--- src/rtl/pwr_rst_pkg.sv ---
package pwr_rst_pkg;

    typedef enum logic [1:0] {
        SEQ_RUN  = 2'd0,
        SEQ_PARK = 2'd1,
        SEQ_HOLD = 2'd2
    } seq_state_e;

    localparam int CH_GEN = 0;
    localparam int CH_MTR = 1;
    localparam int N_CH   = 2;

    // Converts a time in ns into whole clock cycles, never less than one.
    function automatic int ns2cyc(input int clk_mhz, input longint t_ns);
        longint c;
        c = (longint'(clk_mhz) * t_ns) / 1000;
        return (c < 1) ? 1 : int'(c);
    endfunction

endpackage

--- src/rtl/prs_sync.sv ---
module prs_sync #(
    parameter int W = 1
) (
    input  logic         clk,
    input  logic         rst_n,
    input  logic [W-1:0] din,
    output logic [W-1:0] dout
);
    logic [W-1:0] meta_q;
    logic [W-1:0] sync_q;

    always_ff @(posedge clk or negedge rst_n) begin
        if (!rst_n) begin
            meta_q <= '0;
            sync_q <= '0;
        end else begin
            meta_q <= din;
            sync_q <= meta_q;
        end
    end

    assign dout = sync_q;
endmodule

--- src/rtl/prs_pg_qual.sv ---
module prs_pg_qual #(
    parameter int GLITCH_CYC = 10,
    parameter int QUAL_CYC   = 20
) (
    input  logic clk,
    input  logic rst_n,
    input  logic pg_s_i,
    output logic pg_ok_o,
    output logic drop_o
);
    localparam int MAXC = (GLITCH_CYC > QUAL_CYC) ? GLITCH_CYC : QUAL_CYC;
    localparam int CW   = $clog2(MAXC + 1);

    typedef struct packed {
        logic          ok;
        logic          drop;
        logic [CW-1:0] cnt;
    } qual_st_t;

    qual_st_t st_d, st_q;

    always_comb begin
        logic [CW-1:0] lim;
        st_d      = st_q;
        st_d.drop = 1'b0;
        lim       = st_q.ok ? CW'(GLITCH_CYC - 1) : CW'(QUAL_CYC - 1);
        if (pg_s_i == st_q.ok) begin
            st_d.cnt = '0;
        end else if (st_q.cnt == lim) begin
            st_d.ok   = pg_s_i;
            st_d.drop = !pg_s_i;
            st_d.cnt  = '0;
        end else begin
            st_d.cnt = st_q.cnt + 1'b1;
        end
    end

    always_ff @(posedge clk or negedge rst_n) begin
        if (!rst_n) st_q <= '0;
        else        st_q <= st_d;
    end

    assign pg_ok_o = st_q.ok;
    assign drop_o  = st_q.drop;

    // an accepted drop needs the synchronized input low
    a_r3_drop_needs_low: assert property (@(posedge clk) disable iff (!rst_n)
        $fell(st_q.ok) |-> !$past(pg_s_i));

    // qualification needs the synchronized input high
    a_r6_rise_needs_high: assert property (@(posedge clk) disable iff (!rst_n)
        $rose(st_q.ok) |-> $past(pg_s_i));
endmodule

--- src/rtl/prs_stretch.sv ---
module prs_stretch #(
    parameter int WIDTH_CYC = 50
) (
    input  logic clk,
    input  logic rst_n,
    input  logic fire_i,
    output logic active_o
);
    localparam int CW = $clog2(WIDTH_CYC + 1);

    typedef struct packed {
        logic          active;
        logic [CW-1:0] cnt;
    } str_st_t;

    str_st_t st_d, st_q;

    always_comb begin
        st_d = st_q;
        if (fire_i) begin
            st_d.active = 1'b1;
            st_d.cnt    = '0;
        end else if (st_q.active) begin
            if (st_q.cnt == CW'(WIDTH_CYC - 1)) begin
                st_d.active = 1'b0;
                st_d.cnt    = '0;
            end else begin
                st_d.cnt = st_q.cnt + 1'b1;
            end
        end
    end

    // Out of reset the pulse is already running, so a power-on also gets the full width.
    always_ff @(posedge clk or negedge rst_n) begin
        if (!rst_n) st_q <= '{active: 1'b1, cnt: '0};
        else        st_q <= st_d;
    end

    assign active_o = st_q.active;

    // a fire always starts or restarts the pulse
    a_r8_fire_loads: assert property (@(posedge clk) disable iff (!rst_n)
        fire_i |=> st_q.active);
endmodule

--- src/rtl/pwr_rst_seq.sv ---
module pwr_rst_seq
    import pwr_rst_pkg::*;
#(
    parameter int     CLK_MHZ    = 125,
    parameter longint GLITCH_NS  = 1000,
    parameter longint QUAL_NS    = 100000,
    parameter longint DELAY_NS   = 5000,
    parameter longint WIDTH_NS   = 2000000,
    parameter longint PARK_TO_NS = 500000
) (
    input  logic       clk,
    input  logic       pwr_on_sense,
    input  logic       pwr_good,
    input  logic       int_rst_req,
    input  logic       lamp_rst_req,
    input  logic       park_done,
    input  logic       cfg_mtr_on_pg,
    input  logic       cfg_mtr_lamp_mask,
    input  logic [1:0] sw_release,
    input  logic [1:0] sw_force,
    output logic       ctrl_rst,
    output logic       park_req,
    output logic       gen_rst_n,
    output logic       mtr_rst_n
);
    localparam int GLITCH_CYC  = ns2cyc(CLK_MHZ, GLITCH_NS);
    localparam int QUAL_CYC    = ns2cyc(CLK_MHZ, QUAL_NS);
    localparam int DELAY_CYC   = ns2cyc(CLK_MHZ, DELAY_NS);
    localparam int WIDTH_CYC   = ns2cyc(CLK_MHZ, WIDTH_NS);
    localparam int PARK_TO_CYC = ns2cyc(CLK_MHZ, PARK_TO_NS);
    localparam int TW          = $clog2(PARK_TO_CYC + 1);
    localparam int DW          = $clog2(DELAY_CYC + 1);

    // Reset synchronizer: asserts with power-on sense, releases on the clock.
    logic [1:0] por_q;
    logic       rst_n;

    always_ff @(posedge clk or negedge pwr_on_sense) begin
        if (!pwr_on_sense) por_q <= 2'b00;
        else               por_q <= {por_q[0], 1'b1};
    end
    assign rst_n = por_q[1];

    logic pg_s, int_s, lamp_s;

    prs_sync #(.W(3)) u_sync (
        .clk  (clk),
        .rst_n(rst_n),
        .din  ({pwr_good, int_rst_req, lamp_rst_req}),
        .dout ({pg_s, int_s, lamp_s})
    );

    logic pg_ok, pg_drop;

    prs_pg_qual #(.GLITCH_CYC(GLITCH_CYC), .QUAL_CYC(QUAL_CYC)) u_pg_qual (
        .clk    (clk),
        .rst_n  (rst_n),
        .pg_s_i (pg_s),
        .pg_ok_o(pg_ok),
        .drop_o (pg_drop)
    );

    typedef struct packed {
        seq_state_e      state;
        logic [TW-1:0]   tmr;
        logic            dly_busy;
        logic [DW-1:0]   dly_cnt;
        logic            dly_mtr;
        logic            int_prev;
        logic            lamp_prev;
        logic [N_CH-1:0] hold;
    } seq_st_t;

    seq_st_t st_d, st_q;
    logic [N_CH-1:0] fire;
    logic [N_CH-1:0] active;
    logic            t_int, t_lamp, t_any, mtr_want, dly_done;

    always_comb begin
        t_int    = int_s & ~st_q.int_prev;
        t_lamp   = lamp_s & ~st_q.lamp_prev;
        t_any    = pg_drop | t_int | t_lamp;
        mtr_want = (cfg_mtr_on_pg & (pg_drop | t_int)) | (t_lamp & ~cfg_mtr_lamp_mask);
        dly_done = st_q.dly_busy && (st_q.dly_cnt == DW'(DELAY_CYC - 1));

        st_d           = st_q;
        st_d.int_prev  = int_s;
        st_d.lamp_prev = lamp_s;
        st_d.hold      = st_q.hold & ~sw_release;

        // Park-then-reset sequence
        unique case (st_q.state)
            SEQ_RUN: begin
                st_d.tmr = '0;
                if (pg_drop) st_d.state = SEQ_PARK;
            end
            SEQ_PARK: begin
                if (park_done || st_q.tmr == TW'(PARK_TO_CYC - 1)) begin
                    st_d.state = SEQ_HOLD;
                    st_d.tmr   = '0;
                end else begin
                    st_d.tmr = st_q.tmr + 1'b1;
                end
            end
            SEQ_HOLD: begin
                if (pg_ok) st_d.state = SEQ_RUN;
            end
            default: st_d.state = SEQ_HOLD;
        endcase

        // Delay from a reset event to the output pulse
        if (!st_q.dly_busy || dly_done) begin
            st_d.dly_busy = t_any;
            st_d.dly_cnt  = '0;
            st_d.dly_mtr  = mtr_want;
        end else begin
            st_d.dly_cnt = st_q.dly_cnt + 1'b1;
            st_d.dly_mtr = st_q.dly_mtr | mtr_want;
        end
    end

    always_ff @(posedge clk or negedge rst_n) begin
        if (!rst_n) begin
            st_q       <= '0;
            st_q.state <= SEQ_HOLD;
            st_q.hold  <= '1;
        end else begin
            st_q <= st_d;
        end
    end

    assign fire[CH_GEN] = dly_done;
    assign fire[CH_MTR] = dly_done & st_q.dly_mtr;

    for (genvar ch = 0; ch < N_CH; ch++) begin : g_ch
        prs_stretch #(.WIDTH_CYC(WIDTH_CYC)) u_stretch (
            .clk     (clk),
            .rst_n   (rst_n),
            .fire_i  (fire[ch]),
            .active_o(active[ch])
        );
    end

    assign gen_rst_n = pwr_on_sense & ~(st_q.hold[CH_GEN] | active[CH_GEN] | sw_force[CH_GEN]);
    assign mtr_rst_n = pwr_on_sense & ~(st_q.hold[CH_MTR] | active[CH_MTR] | sw_force[CH_MTR]);
    assign ctrl_rst  = ~pwr_on_sense | (st_q.state == SEQ_HOLD);
    assign park_req  = pwr_on_sense & (st_q.state == SEQ_PARK);

    // an accepted drop while running always goes to park first
    a_r4_park_first: assert property (@(posedge clk) disable iff (!rst_n)
        (st_q.state == SEQ_RUN && pg_drop) |=> (st_q.state == SEQ_PARK));

    // park only ever ends in the held reset
    a_r5_park_to_hold: assert property (@(posedge clk) disable iff (!rst_n)
        (st_q.state == SEQ_PARK) |=> (st_q.state != SEQ_RUN));

    // the post-power-on hold of the general output clears only on its release bit
    a_r2_gen_release: assert property (@(posedge clk) disable iff (!rst_n)
        $fell(st_q.hold[CH_GEN]) |-> $past(sw_release[CH_GEN]));

    // same for the motor output
    a_r2_mtr_release: assert property (@(posedge clk) disable iff (!rst_n)
        $fell(st_q.hold[CH_MTR]) |-> $past(sw_release[CH_MTR]));
endmodule

--- config.mk ---
export PLATFORM = sky130hd
export DESIGN_NAME = pwr_rst_seq
export DESIGN_NICKNAME = d
export VERILOG_FILES = /design/src/rtl/pwr_rst_pkg.sv /design/src/rtl/prs_sync.sv /design/src/rtl/prs_pg_qual.sv /design/src/rtl/prs_stretch.sv /design/src/rtl/pwr_rst_seq.sv
export SDC_FILE = /design/constraint.sdc
export NUM_CORES = 1
export LEC_CHECK = 0
export ABC_AREA = 0
export BUFFER_PORTS_ARGS = -buffer_cell sky130_fd_sc_hd__buf_2
export CORE_UTILIZATION = 62
export CTS_CLUSTER_DIAMETER = 30
export DETAILED_ROUTE_END_ITERATION = 10
export PLACE_DENSITY_LB_ADDON = 0.08
export SYNTH_ARGS = -nofsm -noshare
export SYNTH_HDL_FRONTEND = slang
export SYNTH_SLANG_ARGS = --single-unit
--- constraint.sdc ---
create_clock -name clk -period 3.2 [get_ports clk]
set_input_delay 0.48 -clock clk [delete_from_list [all_inputs] [get_ports clk]]
set_output_delay 0.48 -clock clk [all_outputs]
set_load 0.03 [all_outputs]
After elaboration in Yosys (flattened, before gate mapping)
Cells that the tools add are included.
Storage, ports and cells
  register bits: 96
  logic and storage cells: 91
Cells by class
  mux-type cells: 20
  reduce and logical (&&, ||, !) cells: 11
  bitwise gates (word level): 26
  add/sub/neg operators: 5
  eq/ne operators: 11
Operator list (count)
  $mux W19: 4
  $mux W14: 3
  $add A18 B1 Y18 const B: 2
  $eq A18 B18 Y1 const B: 2
  $mux W18: 2
  $pmux W16 S2: 1
  $add A16 B1 Y16 const B: 1
  $eq A16 B16 Y1 const B: 1
  $mux W16: 1
  $add A14 B1 Y14 const B: 1
  $eq A14 B14 Y1: 1
  $mux W11: 1
  $add A10 B1 Y10 const B: 1
  $eq A10 B10 Y1 const B: 1
  $or A1 B1 Y1: 9
  $and A1 B1 Y1: 8
  $not A1 Y1: 7
  $mux W2: 3
  $pmux W2 S3: 1
  $reduce_bool A2 Y1: 3
  $mux W1: 4
  $ne A2 B1 Y1 const B: 2
  $reduce_and A3 Y1: 1
  $and A2 B2 Y2: 1
  10 further kinds: 12

Longest topological paths before layout
Gate-level depths: netlist (run 1).
  depth in word-level cells: 7
  gate-level depth with buffers: 8
  depth with buffers taken out: 7

Modules after synthesis
From an unflattened synthesis (run 1), not the netlist that was laid out.
Second synthesis, totals
  cell total of the unflattened synthesis: 505
  area total of the unflattened synthesis: 4907.2 sq um
Modules (own cells, without submodules)
  prs_stretch: area an instance 1076.0 sq um, instances 2, cells an instance 120, sequential area each 476.7 sq um
  pwr_rst_seq: area an instance 1771.7 sq um, instances 1, cells an instance 178, sequential area each 904.6 sq um
  prs_pg_qual: area an instance 833.3 sq um, instances 1, cells an instance 81, sequential area each 400.4 sq um
  prs_sync: area an instance 150.1 sq um, instances 1, cells an instance 6, sequential area each 150.1 sq um

Worst setup path before layout (run 1)
OpenSTA, ideal clock, no wires.
  path type: register to output
  from: reg g_ch[0].u_stretch.st_q (netlist bit g_ch[0].u_stretch.active_o)
  to: out gen_rst_n
  slack: 1.073 ns
  cell stages (with the launch flop): 3
  arrival time: 1.647 ns
  required time: 2.720 ns
  cell sequence: dfstp_2 -> clkbuf_1 -> nor4b_1
Between the ends
  word-level cells in the longest chain between the ends: 4
RTL lines
  start: declaration: line prs_stretch.sv:16  | str_st_t st_d, st_q;
  start signal: assignment: line prs_stretch.sv:35  | if (!rst_n) st_q <= '{active: 1'b1, cnt: '0};
  start signal: assignment: line prs_stretch.sv:36  | else st_q <= st_d;
  $or A1 B1 Y1 (2 in series): line pwr_rst_seq.sv:144  | assign gen_rst_n = pwr_on_sense & ~(st_q.hold[CH_GEN] | active[CH_GEN] | sw_force[CH_GEN]);
  $not A1 Y1: line pwr_rst_seq.sv:144
  $and A1 B1 Y1: line pwr_rst_seq.sv:144
  end: declaration: line pwr_rst_seq.sv:23  | output logic gen_rst_n,
No other way between the ends.

Worst setup path after layout (run 1)
  from: reg st_q[33] (netlist bit)
  to: out ctrl_rst
Between the ends
  word-level cells in the longest chain between the ends: 2
RTL lines
  start: declaration: line pwr_rst_seq.sv:74  | seq_st_t st_d, st_q;
  start signal: assignment: line pwr_rst_seq.sv:128  | st_q <= st_d;
  $eq A2 B2 Y1: line pwr_rst_seq.sv:146  | assign ctrl_rst = ~pwr_on_sense | (st_q.state == SEQ_HOLD);
  $or A1 B1 Y1: line pwr_rst_seq.sv:146
  end: declaration: line pwr_rst_seq.sv:21  | output logic ctrl_rst,
No other way between the ends.

==> results of run 1 <==
-- cell type report --
type                    instances  area, sq um  share of cell area (%)
clock inverters                 5         40.0                   0.782
clock buffers                  11          141                    2.76
well taps                      99          124                    2.42
inverters                      15         56.3                    1.10
multi-input cells             370         2220                    43.3
flip-flops and latches         96         2410                    47.1
repair buffers                 22          130                    2.54
-- worst reg2reg max path, stage by stage, from the launching register on --
cell and delay [ps]:
dfstp_2 660, clkinv_1 290, nand3b_1 200, a31oi_2 110, buf_4 280, a21o_1 170
a22o_1 220
-- routing by layer --
layer / up-vias / track usage (%) / part of all wire [%]
met5: - / 0 / 0
met4: 0 / 9.09 / 1.7
met3: 14 / 4.84 / 4.7
met2: 106 / 36.9 / 45
met1: 1732 / 33.1 / 49
li1: 1793 / - / -
-- timing repair --
action                    CTS  global route
hold buffers                1             0
gates resized for setup     0             0
hold endpoints to repair    2             0
-- cells in the mapped netlist, types with 2 or more instances --
cell type / count
nand4_1: 18
a22o_1: 4
o31ai_1: 2
o21ai_0: 10
xnor2_1: 11
a31oi_1: 15
dfstp_2: 5
buf_2: 7
or3_1: 4
ha_1: 6
nor4_1: 5
nand2_1: 53
mux2_2: 2
nor2_1: 69
nor4b_1: 6
nand2b_1: 5
xor2_1: 30
inv_1: 14
and3_1: 15
nand3_1: 32
nor3_1: 14
and2_1: 2
a21o_1: 3
dfrtp_1: 91
or4b_1: 2
nor3b_1: 2
buf_6: 2
nor4bb_1: 2
nor2b_1: 5
clkbuf_1: 4
nand3b_1: 6
o221ai_1: 2
a21oi_1: 18
and4_1: 4
and4_4: 2
-- state kept, by name, summed over array words and instances (netlist names) --
register	cells
u_pg_qual.pg_ok_o	1
st_q	34
g_ch.u_stretch.st_q	36
por_q	2
u_sync.dout	3
u_pg_qual.st_q	14
g_ch.u_stretch.active_o	2
u_pg_qual.drop_o	1
u_sync.meta_q	3
-- power groups by stage --
stage	Clock, uW	Combinational, uW	Sequential, uW
2_1_floorplan	0	127	1350
3_5_place_dp	0	172	1350
3_3_place_gp	0	167	1350
5_1_grt	788	197	1340
6_report	720	171	1330
4_1_cts	746	173	1330
-- per-stage QoR --
step | total power [uW] | cell area (sq um) | std cells | util, % | worst slack [ps]
2_1_floorplan | 1470 | 4760 | 496 | - | 337
3_3_place_gp | 1520 | 4930 | 601 | 67.2 | 1250
3_5_place_dp | 1520 | 4930 | 601 | 67.2 | 1160
4_1_cts | 2250 | 5120 | 618 | 69.9 | 933
5_1_grt | 2330 | 5120 | 618 | 69.9 | 847
6_report | 2220 | 5120 | 618 | 69.9 | 961
-- kinds of logic (layout without fill, tap and decap cells) --
logic type | count (synthesis) | after routing | share of synthesized area [%]
flip-flops | 96 | 96 | 50.6
buffers and inverters | 30 | 53 | 2.94
other | 1 | 1 | 0.0788
multiplexers | 2 | 2 | 0.473
XOR/XNOR | 41 | 41 | 7.54
AND/OR/NAND/NOR | 254 | 254 | 27.8
adder cells (fa/ha/maj) | 6 | 6 | 1.58
AO/OA/AOI/OAI | 66 | 66 | 8.96
-- worst paths after layout --
path	from	end	depth (start not counted)
worst max-delay path	st_q[33]$_DFFE_PN1P_	ctrl_rst	3
min in group asynchronous	por_q[1]$_DFF_PN0_	st_q[5]$_DFF_PN0_	0
max in group asynchronous	por_q[1]$_DFF_PN0_	st_q[1]$_DFF_PN1_	1
worst max register to register	st_q[33]$_DFFE_PN1P_	st_q[29]$_DFFE_PN0P_	6
worst min register to register	por_q[1]$_DFF_PN0_	st_q[5]$_DFF_PN0_	0
worst min-delay path	pwr_good	u_sync.meta_q[2]$_DFF_PN0_	1
==> results.md, run 1 <==
| Item | Reported |
|---|---|
| Outcome | finished clean |
| Yosys warns | 0 |
| Initial standard-cell utilization of the core | 64.9% |
| Transition time at the pin with the least slew margin | 666 ps |
| Post-DRT Antenna Nets | 0 |
| Logic pwr share | 7.7% |
| Aggregate global routing overflow | 0 |
| Async set-or-reset flop fraction in the synthesized netlist | 100% |
| Overall die area | 8030 sq um |
| Max FO, Critical Path | 12 |
| Vias post-DR | 3645 |
| Top cell type's share of synthesized area | 47.8% |
| Number of buffers between clock root and the deepest sink | 2 |
| Sink count of the clock tree | 96 |
| Slowest cell delay on critical path | 660 ps |
| Endpoints failing setup | 0 |
| First-pass GRT wire length | 14.5 mm |
| Pint | 1650 uW |
| CTS tree | done |
| Net switching power | 569 uW |
| Count of boundary I/O pins | 16 |
| Area delta synth->final | 7.60% |
| Top_reg_cell synth | dfrtp_1 |
| Chip height | 89.6 um |
| Final critical path time including I/O delays and setup | 2240 ps |
| Areal power density over the cells | 434 nW/um^2 |
| Via-per-instance ratio | 5.90 |
| Setup TNS Final | 0 ps |
| Leak Pwr | 0.00223 uW |
| Part of the total power dissipated in the clock network | 32.4% |
| Dominant cells by area after synthesis | dfrtp_1 48%, xor2_1 5.5%, nor2_1 5.4% |
| Synthesized area | 4760 sq um |
| Clock root buffer | clkbuf_8 |
| Drt wl/cell | 14.3 um |
| Series of cell instances along the critical path | clkinv_1 > o21ai_0 > buf_2 |
| TritonRoute pass-1 iters | 5 |
| Clock Latency Late Sink | 360 ps |
| CP arrival | 1760 ps |
| Antenna violations before repair | 0 |
| Syn Area/Cell | 9.60 sq um |
| Final Net Count | 532 |
| Sum of buffers and inverters on the critical path | 2 |
| Total of flip-flops plus latches after synthesis | 96 |
| Maximum number of pins on one net before global-route repair | 50 |
| Number of failing hold endpoints at the final stage | 0 |
| H-tree depth | 3 |
| Slack of the worst reg-to-reg path | 1170 ps |
| Headroom to the max-slew limit | 55.2% |
| Net count after synthesis | 514 |
| Number of global-route vias before repair | 3225 |
| Routed wire length | 8.85 mm |
| EDFF count, synth | 0 |
| Die boundary width | 89.6 um |
| Routability-driven placement congestion ratio | 0.843 |
| Category of the worst setup path capture point | primary output |
| Post-route clock skew | 7.42 ps |
| HPWL after DPL | 6.26 mm |
| Fraction of the yosys area taken by sequential cells | 50.6% |
| Kind of path behind the tightest hold check | in -> reg |
| Fill cell instance count of the final layout | 555 |
| Max stage delay cell, worst path | dfstp_2 |
| Number of CTS-inserted buffers | 9 |
| Count of different cell masters after synthesis | 59 |
| Count of buffers added by post-CTS timing repair for setup | 0 |
| Placeable core region | 7330 sq um |
| Data required time of the critical path | 2720 ps |
| Share of layout cells above drive strength 1 | 10.4% |
| Commonest cells after routing, fill and taps aside | 90 x dfrtp_1, 69 x nor2_1, 53 x nand2_1 |
| Post-synthesis cell type with the largest combined area | dfrtp_1 |
| Most common cell after layout, fill and taps aside | dfrtp_1 |
| Category of the critical setup timing path | reg -> out |
| Startpoint type of the worst setup path | flop |
| Clock-pin slew of the registers on the worst-case setup and hold paths | 90 ps |
| Final worst path period share | 70.0% |
| PortBufs | 15 |
| Number of design-rule violations left by the first detailed-router iteration | 231 |
| Drt drc | 0 |
| ANT cells | 0 |
| Worst Hold Slack | 218 ps |
| Setup repair after global routing missed its margin | no |
| Max frequency | 447 MHz |
| Share of total power consumed by net switching | 25.6% |
| Standard-cell rows | 31 |
| Final Max Tran Viols | 0 |
| Family with the most delay on the worst path | flip-flops |
| Maxcap violations | 0 |
| Worst supply voltage drop on vdd | 273 uV |
| Seq pwr share | 59.9% |
| Number of standard cells after synthesis | 496 |
| Total global-route track usage | 23.8% |
No activity file was read; power rests on OpenSTA's default activity.
==> inputs of run 2 (changes only) <==
CORE_UTILIZATION = 56   (was 62)
clock period = 2 ns   (was 3.2 ns; I/O delays follow)
==> run 2 against run 1 <==
Cell area is 2.2% higher. Clock skew grew 4.5 ps. Core utilization down 6.2 points. Combinational power is 70% higher. Via count up 0.60%. Worst hold slack lost 170 ps. Sequential power is 59% higher. Register-to-register slack worse by 1000 ps. Final cell count increased by 2.6%. Wire length grew 4.8%. Die area increased by 10%. First-iteration DRC count decreased by 34%. Critical endpoint is now g_ch[1].u_stretch.st_q[7]$_DFFE_PN0P_. Highest routed layer unchanged.
==> results.md, run 2 (synthesis results as in run 1) <==
| Item | Reported |
|---|---|
| Most flops, register | g_ch.u_stretch.st_q |
| Path length in cells of the critical path | 5 |
| Kind of path behind the tightest hold check | in -> reg |
| Leading registers by flop count | g_ch.u_stretch.st_q: 36 flops, st_q: 34 flops, u_pg_qual.st_q: 14 flops |
| Maximum number of pins on one net before global-route repair | 51 |
| Drt drc | 0 |
| Category of the critical setup timing path | reg -> reg |
| Die boundary width | 94.2 um |
| Number of CTS-inserted buffers | 9 |
| Initial standard-cell utilization of the core | 57.9% |
| M3 GR Usage | 3.32% |
| Net switching power | 887 uW |
| Sink count of the clock tree | 96 |
| Commonest cells after routing, fill and taps aside | 90 x dfrtp_1, 69 x nor2_1, 53 x nand2_1 |
| Share of total power consumed by net switching | 24.1% |
| Setup TNS Final | 0 ps |
| Total global-route track usage | 22.9% |
| Vias post-DR | 3667 |
| H-tree depth | 3 |
| Post-route setup slack | 147 ps |
| CP arrival | 2100 ps |
| Seq pwr share | 57.4% |
| Drt wl/cell | 14.6 um |
| Post-DRT Antenna Nets | 0 |
| Max FO, Critical Path | 4 |
| Minimum setup slack after placement | 177 ps |
| PortBufs | 15 |
| First-pass GRT wire length | 15.7 mm |
| Number of flip-flops under the largest register name | 36 |
| Routed wire length | 9.28 mm |
| Count of boundary I/O pins | 16 |
| Pint | 2800 uW |
| Leak Pwr | 0.00231 uW |
| Slack of the worst reg-to-reg path | 150 ps |
| Logic pwr share | 7.9% |
| Worst supply voltage drop on vdd | 349 uV |
| Placeable core region | 8220 sq um |
| Via-per-instance ratio | 5.78 |
| Category of the worst setup path capture point | flop |
| HPWL after DPL | 6.41 mm |
| Final Net Count | 542 |
| Worst min-delay path endpoint | u_sync.meta_q[1]$_DFF_PN0_ |
| Part of the total power dissipated in the clock network | 34.8% |
| Family with the most delay on the worst path | simple AND/OR/NAND/NOR gates |
| Data required time of the critical path | 2240 ps |
| Number of failing hold endpoints at the final stage | 0 |
| Length in cells of the worst reg-to-reg path | 5 |
| CTS tree | done |
| Number of buffers between clock root and the deepest sink | 2 |
| Final Max Tran Viols | 0 |
| Standard-cell rows | 33 |
| Clock-pin slew of the registers on the worst-case setup and hold paths | 90 ps |
| Hold Crit Depth | 1 |
| Aggregate global routing overflow | 0 |
| Met1 capacity usage during global routing | 30.5% |
| Max stage delay cell, worst path | or4_4 |
| ANT cells | 0 |
| Fill cell instance count of the final layout | 692 |
| Clock Latency Late Sink | 360 ps |
| Sum of buffers and inverters on the critical path | 0 |
| Slowest cell delay on critical path | 540 ps |
| Outcome | finished clean |
| Endpoints failing setup | 0 |
| Post-route clock skew | 11.9 ps |
| Area delta synth->final | 9.96% |
| Share of layout cells above drive strength 1 | 11.9% |
| Routability-driven placement congestion ratio | 0.824 |
| Series of cell instances along the critical path | or4_4 > nor4_1 > nand4_1 > o21ai_0 > a31oi_1 |
| Count of buffers added by post-CTS timing repair for setup | 0 |
| Areal power density over the cells | 704 nW/um^2 |
| Antenna violations before repair | 0 |
| Number of design-rule violations left by the first detailed-router iteration | 152 |
| Setup repair after global routing missed its margin | no |
| Reg-to-reg startpoint | g_ch[1].u_stretch.st_q[6]$_DFFE_PN0P_ |
| Clock root buffer | clkbuf_8 |
| Global-route met2 utilization | 36.9% |
| Hold path start | int_rst_req |
| Chip height | 94.2 um |
| Overall die area | 8870 sq um |
| TritonRoute pass-1 iters | 4 |
| Final critical path time including I/O delays and setup | 1850 ps |
| Final worst path period share | 92.6% |
| Maxcap violations | 0 |
| Startpoint type of the worst setup path | flop |
| Layer with the highest usage after global routing | met2 |
| Critical register-to-register path endpoint | g_ch[1].u_stretch.st_q[7]$_DFFE_PN0P_ |
| Max frequency | 540 MHz |
| Most common cell after layout, fill and taps aside | dfrtp_1 |
| Number of global-route vias before repair | 3483 |
[run 2: power groups by stage]
stage / logic (uW) / registers (uW) / clock network [uW]
floorplan: 203 / 2150 / 0
global placement: 286 / 2150 / 0
detailed placement: 293 / 2150 / 0
CTS: 298 / 2110 / 1320
global route: 331 / 2120 / 1400
finish: 290 / 2110 / 1280
[run 2: per-stage QoR]
step                      hold WS (ps)  instance area (sq um)  total power (uW)  util (%)  std cells
after floorplan                   4.41                   4760              2360         -        496
after global placement             128                   5020              2430      61.2        617
after detailed placement           136                   5020              2450      61.2        617
after CTS                         28.5                   5230              3730      63.7        634
after global routing              26.2                   5230              3860      63.7        634
final                             43.2                   5230              3680      63.7        634
[run 2: cell type report]
type	count	area [sq um]	area share, %
sequential	96	2410	46.1
multi-input combinational	370	2220	42.4
timing repair buffer	32	218	4.16
clock buffer	13	159	3.04
tap	105	131	2.51
inverter	15	56.3	1.08
clock inverter	3	40.0	0.765
[run 2: metal layers]
metal / share of wire (%) / vias to the layer above
met2: 47 / 43
met5: 0 / -
met1: 49 / 1800
met4: 1.9 / 0
met3: 2.0 / 16
li1: - / 1808
[run 2: worst register-to-register path, cell delays in order (launching register included)]
cell	delay, ps
dfrtp_1	420
or4_4	540
nor4_1	280
nand4_1	230
o21ai_0	150
a31oi_1	110
[run 2: worst max-delay path by stage]
stage / to / from
finish: g_ch[1].u_stretch.st_q[7]$_DFFE_PN0P_ / g_ch[1].u_stretch.st_q[6]$_DFFE_PN0P_
global route: g_ch[1].u_stretch.st_q[0]$_DFFE_PN0P_ / st_q[5]$_DFF_PN0_
CTS: g_ch[1].u_stretch.st_q[7]$_DFFE_PN0P_ / g_ch[1].u_stretch.st_q[6]$_DFFE_PN0P_
detailed placement: g_ch[1].u_stretch.st_q[7]$_DFFE_PN0P_ / g_ch[1].u_stretch.st_q[6]$_DFFE_PN0P_
global placement: g_ch[1].u_stretch.st_q[17]$_DFFE_PN0P_ / g_ch[1].u_stretch.st_q[6]$_DFFE_PN0P_
floorplan: gen_rst_n / g_ch[0].u_stretch.active_o$_DFF_PN1_
[run 2: timing repair]
| item | in CTS | in global routing |
|---|---|---|
| resized for setup | 0 | 0 |
| hold endpoints to repair | 2 | 0 |
| hold buffers | 1 | 0 |
